--- src/rtl/gtc_pkg.sv ---
package gtc_pkg;

    localparam int BYTE_W = 8;
    localparam int M0_LOW = 5;
    localparam int ADDR_W = 2;

    localparam logic [ADDR_W-1:0] A_LO   = 2'd0;
    localparam logic [ADDR_W-1:0] A_HI   = 2'd1;
    localparam logic [ADDR_W-1:0] A_CTRL = 2'd2;
    localparam logic [ADDR_W-1:0] A_FLAG = 2'd3;

    typedef struct packed {
        logic [1:0] scale;
        logic       sys_src;
        logic       gate_pol;
        logic       wide;
        logic       pin_src;
        logic       gate_en;
        logic       run;
    } ctrl_t;

    typedef struct packed {
        logic [BYTE_W-1:0] lo;
        logic [BYTE_W-1:0] hi;
        ctrl_t             ctrl;
        logic              ovf;
    } tstate_t;

endpackage

--- src/rtl/gtc_sync.sv ---
module gtc_sync #(
    parameter int STAGES = 2
) (
    input  logic clk,
    input  logic rst_n,
    input  logic din,
    output logic level,
    output logic fall
);
    logic [STAGES:0] sh_d, sh_q;

    always_comb begin
        sh_d[0] = din;
        for (int i = 1; i <= STAGES; i++) begin
            sh_d[i] = sh_q[i-1];
        end
    end

    always_ff @(posedge clk or negedge rst_n) begin
        if (!rst_n) sh_q <= '0;
        else        sh_q <= sh_d;
    end

    assign level = sh_q[STAGES-1];
    assign fall  = sh_q[STAGES] & ~sh_q[STAGES-1];
endmodule

--- src/rtl/gtc_prescale.sv ---
module gtc_prescale #(
    parameter int DIV0 = 4,
    parameter int DIV1 = 12,
    parameter int DIV2 = 48
) (
    input  logic       clk,
    input  logic       rst_n,
    input  logic [1:0] sel,
    output logic       tick
);
    localparam int W = $clog2(DIV2);

    logic [W-1:0] cnt_d, cnt_q;
    logic         tick_d, tick_q;
    logic [W-1:0] lim;

    always_comb begin
        unique case (sel)
            2'b00:   lim = W'(DIV0 - 1);
            2'b01:   lim = W'(DIV1 - 1);
            default: lim = W'(DIV2 - 1);
        endcase
        if (cnt_q >= lim) begin
            cnt_d  = '0;
            tick_d = 1'b1;
        end else begin
            cnt_d  = cnt_q + 1'b1;
            tick_d = 1'b0;
        end
    end

    always_ff @(posedge clk or negedge rst_n) begin
        if (!rst_n) begin
            cnt_q  <= '0;
            tick_q <= 1'b0;
        end else begin
            cnt_q  <= cnt_d;
            tick_q <= tick_d;
        end
    end

    assign tick = tick_q;
endmodule

--- src/rtl/gtc_timer.sv ---
module gtc_timer
    import gtc_pkg::*;
#(
    parameter int SYNC_STAGES = 2,
    parameter int DIV0        = 4,
    parameter int DIV1        = 12,
    parameter int DIV2        = 48
) (
    input  logic              clk,
    input  logic              rst_n,
    input  logic              wr_en,
    input  logic [ADDR_W-1:0] wr_addr,
    input  logic [BYTE_W-1:0] wr_data,
    input  logic              ext_cnt,
    input  logic              ext_gate,
    output logic [BYTE_W-1:0] cnt_lo,
    output logic [BYTE_W-1:0] cnt_hi,
    output logic [BYTE_W-1:0] ctrl_o,
    output logic              ovf_flag
);
    localparam int FULL_W = 2 * BYTE_W;

    tstate_t st_d, st_q;

    logic pin_lvl, pin_fall;
    logic gate_lvl, gate_fall_unused;
    logic pre_tick;

    gtc_sync #(.STAGES(SYNC_STAGES)) u_pin_sync (
        .clk(clk), .rst_n(rst_n), .din(ext_cnt),
        .level(pin_lvl), .fall(pin_fall)
    );

    gtc_sync #(.STAGES(SYNC_STAGES)) u_gate_sync (
        .clk(clk), .rst_n(rst_n), .din(ext_gate),
        .level(gate_lvl), .fall(gate_fall_unused)
    );

    gtc_prescale #(.DIV0(DIV0), .DIV1(DIV1), .DIV2(DIV2)) u_pre (
        .clk(clk), .rst_n(rst_n), .sel(st_q.ctrl.scale), .tick(pre_tick)
    );

    logic              wr_lo, wr_hi, wr_ctrl, wr_flag;
    logic              gate_ok, enable, src_tick, inc, wrap;
    logic [FULL_W:0]   sum_full;
    logic [M0_LOW:0]   sum_low;
    logic [BYTE_W:0]   sum_hi;

    always_comb begin
        st_d     = st_q;
        wrap     = 1'b0;
        wr_lo    = wr_en && (wr_addr == A_LO);
        wr_hi    = wr_en && (wr_addr == A_HI);
        wr_ctrl  = wr_en && (wr_addr == A_CTRL);
        wr_flag  = wr_en && (wr_addr == A_FLAG);

        // gate level XOR inverted polarity: active when level matches polarity
        gate_ok  = gate_lvl ^ ~st_q.ctrl.gate_pol;
        enable   = st_q.ctrl.run && (!st_q.ctrl.gate_en || gate_ok);

        if (st_q.ctrl.pin_src)      src_tick = pin_fall;
        else if (st_q.ctrl.sys_src) src_tick = 1'b1;
        else                        src_tick = pre_tick;

        inc      = enable && src_tick && !wr_lo && !wr_hi;

        sum_full = {1'b0, st_q.hi, st_q.lo} + 1'b1;
        sum_low  = {1'b0, st_q.lo[M0_LOW-1:0]} + 1'b1;
        sum_hi   = {1'b0, st_q.hi} + {{BYTE_W{1'b0}}, sum_low[M0_LOW]};

        if (inc) begin
            if (st_q.ctrl.wide) begin
                st_d.lo = sum_full[BYTE_W-1:0];
                st_d.hi = sum_full[FULL_W-1:BYTE_W];
                wrap    = sum_full[FULL_W];
            end else begin
                st_d.lo[M0_LOW-1:0] = sum_low[M0_LOW-1:0];
                st_d.hi             = sum_hi[BYTE_W-1:0];
                wrap                = sum_hi[BYTE_W];
            end
        end

        if (wr_lo)   st_d.lo   = wr_data;
        if (wr_hi)   st_d.hi   = wr_data;
        if (wr_ctrl) st_d.ctrl = ctrl_t'(wr_data);
        if (wr_flag) st_d.ovf  = 1'b0;
        if (wrap)    st_d.ovf  = 1'b1;
    end

    always_ff @(posedge clk or negedge rst_n) begin
        if (!rst_n) st_q <= '0;
        else        st_q <= st_d;
    end

    assign cnt_lo   = st_q.lo;
    assign cnt_hi   = st_q.hi;
    assign ctrl_o   = st_q.ctrl;
    assign ovf_flag = st_q.ovf;
endmodule

--- config.mk ---
export PLATFORM = sky130hd
export DESIGN_NAME = gtc_timer
export DESIGN_NICKNAME = d
export VERILOG_FILES = /design/src/rtl/gtc_pkg.sv /design/src/rtl/gtc_sync.sv /design/src/rtl/gtc_prescale.sv /design/src/rtl/gtc_timer.sv
export SDC_FILE = /design/constraint.sdc
export NUM_CORES = 1
export LEC_CHECK = 0
export ABC_AREA = 1
export BUFFER_PORTS_ARGS = -buffer_cell sky130_fd_sc_hd__buf_2
export CAP_MARGIN = 10
export CORE_MARGIN = 1.5
export CORE_UTILIZATION = 60
export DETAILED_ROUTE_END_ITERATION = 12
export PLACE_DENSITY = 0.92
export SLEW_MARGIN = 20
export SYNTH_ARGS = -nofsm -noshare
export SYNTH_HDL_FRONTEND = slang
export SYNTH_HIERARCHICAL = 1
export SYNTH_SLANG_ARGS = --single-unit
--- constraint.sdc ---
create_clock -name clk -period 3.95 [get_ports clk]
set_input_delay 0.79 -clock clk [delete_from_list [all_inputs] [get_ports clk]]
set_output_delay 0.79 -clock clk [all_outputs]
set_load 0.02 [all_outputs]
Word level (Yosys, flattened, before mapping)

Index checks and enable logic that the tools add are counted.
W data, S select, Z words.

Input bits: 15
Flip-flop bits (word level): 37
Output and inout bits: 25
Word-level logic and storage cells: 61

Equality and inequality tests: 4
Bitwise gates (word level): 4
$add $sub $neg: 4
Order comparisons: 1
Muxes and demuxes: 14
Reductions and logical operators: 19

Operators with widths:

| kind                    | number |
|---|---|
| $add A16 B1 Y17 const B | 1 |
| $mux W16                | 1 |
| $mux W8                 | 2 |
| $mux W13                | 1 |
| $pmux W6 S2             | 1 |
| $add A8 B1 Y9           | 1 |
| $logic_and A1 B1 Y1     | 8 |
| $reduce_bool A2 Y1      | 4 |
| $mux W1                 | 7 |
| $add A5 B1 Y6 const B   | 1 |
| $add A6 B1 Y6 const B   | 1 |
| $ge A6 B6 Y1            | 1 |
| $mux W6                 | 1 |
| $eq A2 B1 Y1 const B    | 2 |
| $eq A2 B2 Y1 const B    | 2 |
| $logic_not A2 Y1        | 2 |
| $logic_not A1 Y1        | 3 |
| $mux W3                 | 1 |
| $not A1 Y1              | 2 |
| $reduce_and A2 Y1       | 1 |
| $and A1 B1 Y1           | 1 |
| $logic_or A1 B1 Y1      | 1 |
| $xor A1 B1 Y1           | 1 |

Depth between registers and ports, before layout

Word-level depth: 9
Gate-level depth with buffers: 12
Gate-level depth less buffers: 12

Cells and area by module

The synthesis kept the hierarchy.

Modules (own cells, without submodules):

| module       | times used | cells each | area each (µm²) | seq. area each (µm²) |
|---|---|---|---|---|
| gtc_timer    | 1          | 258        | 1739.2          | 625.6 |
| gtc_prescale | 1          | 44         | 379.1           | 175.2 |
| gtc_sync     | 2          | 5          | 85.1            | 75.1 |

Least setup slack after synthesis

OpenSTA, ideal clock, no wires.

Path kind: register to register
Start: register st_q, in the netlist cnt_lo[2]
End: register st_q, in the netlist cnt_hi[6]
Data required time: 3.833 ns
Library setup time: 0.117 ns
Cell stages (with the launch flop): 12
Path slack: 2.169 ns
Clock period less this slack: 1.781 ns
Buffers on the path: 0
Arrival: 1.663 ns
Cells stage by stage: dfrtp_1 > nand2_1 > nor2_4 > nand2_1 > inv_1 > ha_1 > ha_1 > nor2_1 > nor3_1 > nand3_1 > nand3_1 > nand2_1

Cells in the longest elaborated chain, start to end: 5
Elaborated cells between the ends (all ways): 6

Ends and longest elaborated chain:

| what                   | line            | RTL |
|---|---|---|
| from (decl)            | gtc_timer.sv:23 | `tstate_t st_d, st_q;` |
| from (signal assigned) | gtc_timer.sv:92 | `else st_q <= st_d;` |
| $add A5 B1 Y6          | gtc_timer.sv:68 | `sum_low = {1'b0, st_q.lo[M0_LOW-1:0]} + 1'b1;` |
| $add A8 B1 Y9          | gtc_timer.sv:69 | `sum_hi = {1'b0, st_q.hi} + {{BYTE_W{1'b0}}, sum_low[M0_LOW]};` |
| $mux W13 *             | gtc_timer.sv:72 | `if (st_q.ctrl.wide) begin` |
| $mux W16 *             | gtc_timer.sv:71 | `if (inc) begin` |
| $mux W8 *              | gtc_timer.sv:84 | `if (wr_hi) st_d.hi = wr_data;` |

Mark *: on every way between the ends. The rest lies on a longest branch, timed or not. The select of a mux whose other input is x is not followed.
A chain may end at the register's enable or synchronous reset.

Final worst setup path

Start: register st_q, in the netlist ctrl_o[3]
End: output ctrl_o[3]

RTL lines:

| what      | line            | RTL |
|---|---|---|
| to (decl) | gtc_timer.sv:18 | `output logic [BYTE_W-1:0] ctrl_o,` |

No word-level cell between the ends.

==> flow_metrics.tcl <==
set metrics [dict create \
    fin_crit_sh 0.484 \
    drive_gt1_frac 0.193 \
    crit_arrival_ns 1.12 \
    ant_nets 0 \
    finalHoldViolations 0 \
    numCtsBuffers 5 \
    cts-root-buf "clkbuf_8" \
    startpoint_type "flop" \
    cp_max_fo 13 \
    final_cells 401 \
    fin_ws_ns 2.04 \
    hp-class "reg2reg" \
    crit_path_top_delay_cell "dfrtp_1" \
    worst_hold_slack_ns 0.355 \
    portBuffers 39 \
    maxSlewViolCount 0 \
    critPathCaptureType "primary output" \
    netlist_area_sq_mm 0.00225 \
    initial_core_util 0.620 \
    place.gp.congestion 0.941 \
    diodes 0 \
    syn_inst 309 \
    dpl.hpwl_microns 4170 \
    fmax_mhz 524 \
    power.density_mw_per_mm2 619 \
    dp.cells 393 \
    max_slew.worst_pin.slew_ns 0.815 \
    layout.nets 374 \
    post-cts-setup-buffers 0 \
    clock_latency_ns 0.30 \
    first_pass_iters 4 \
    crit_family "flip-flops" \
    track_usage 0.309 \
    core_sq_mm 0.00363 \
    drt_wl_total_microns 5620 \
    cts_tree "built" \
    status "complete, no violations" \
    numClockSinks 37 \
    crit_type "reg2out" \
    clock_skew_ns 0.00705 \
    slew_headroom 0.457 \
    place_area_sq_mm 0.00249 \
    vias 2180 \
    holdBufCountCts 0 \
    drv_cap 0 \
    total_power_mw 1.60 \
    antenna_found_initial 0 \
    rsz0062_at_grt "no" \
    drc 0 \
    worst-path-buf-inv 1 \
    ir_drop_v 0.000450 \
    die_h_microns 64.3 \
    fin_tns_setup_ns 0 \
    ctsResizeCount 0 \
    clockBufferDepth 2 \
    yosys_warnings 6 \
    crit_chain "buf_2" \
    dp_slack_ns 1.97 \
    required_ns 3.16 \
    path_clk_slew_ns 0.08 \
    critPathMaxStageDelay_ns 0.58 \
    dieArea_sq_mm 0.00413 \
    vias_per_cell 5.44 \
    rows 22 \
    overflow 0 \
    die_x_microns 64.3 \
    p_leak_nw 1.43 \
    avgRoutedWirePerCell_microns 14.0 \
    setup_viol_count_final 0 \
    synth_nets 331 \
    grt_max_degree 38 \
    fin_area_sq_mm 0.00258 \
    drt_iter0_markers 185 \
    utilization 0.711 \
    num_io_pins 40 \
    cts_max_level 2 \
    period_needed_ns 1.91 \
    grt_pass1_vias 2083 \
    synth.avg_cell_area_sq_um 7.29 \
    syn_to_final_growth_pct 14.7 \
    grt_pass1_wl_microns 9690 \
]
flip-flops by register name (all words and copies together), names as in the netlist:
name / count
cnt_lo: 8
u_pin_sync/sh_q: 3
u_gate_sync/sh_q: 2
cnt_hi: 8
ovf_flag: 1
u_pre/tick: 1
ctrl_o: 8
u_pre/cnt_q: 6
power by group:
| group | switching, mW | internal [mW] |
|---|---|---|
| Combinational | 0.428 | 0.239 |
| Sequential | 0.166 | 0.493 |
| Clock | 0.148 | 0.125 |
worst paths after layout:
kind	start	to	slack, ns	depth (start not counted)
max	ctrl_o[3]	ctrl_o[3]	2.04	1
min	u_pin_sync/sh_q[0]	u_pin_sync/sh_q[1]	0.36	0
max reg2reg	cnt_lo[2]	cnt_hi[4]	2.05	11
min reg2reg	u_pin_sync/sh_q[0]	u_pin_sync/sh_q[1]	0.36	0
max in group asynchronous	rst_n	cnt_hi[7]	2.85	1
min in group asynchronous	rst_n	cnt_lo[6]	0.57	1
cell type report:
class	count	area [sq um]
fillers	299	1050
clock buffers	5	68.8
inverters	42	160
repair buffers	39	195
flip-flops and latches	37	926
well taps	48	60.1
multi-input cells	227	1150
clock inverters	3	22.5
cells in the final DEF (no fill, tap or decap), drive strengths merged:
master,instances
clkinv,4
nand2,103
ha,7
a21oi,4
clkbuf,5
mux2,6
inv,41
o21bai,2
buf,39
nor3,4
xor2,2
nand3,55
xnor2,1
nand3b,1
nand4,3
o21ai,7
or2,1
nor2,31
dfrtp,37
layer usage:
layer / vias up / GRT usage / routed length, microns
met5: - / 0 / 0
met4: 0 / 0.141 / 195
met3: 18 / 0.0669 / 373
met2: 93 / 0.496 / 2690
met1: 1002 / 0.400 / 2370
li1: 1067 / - / -
(Power assumes the default switching activity.)
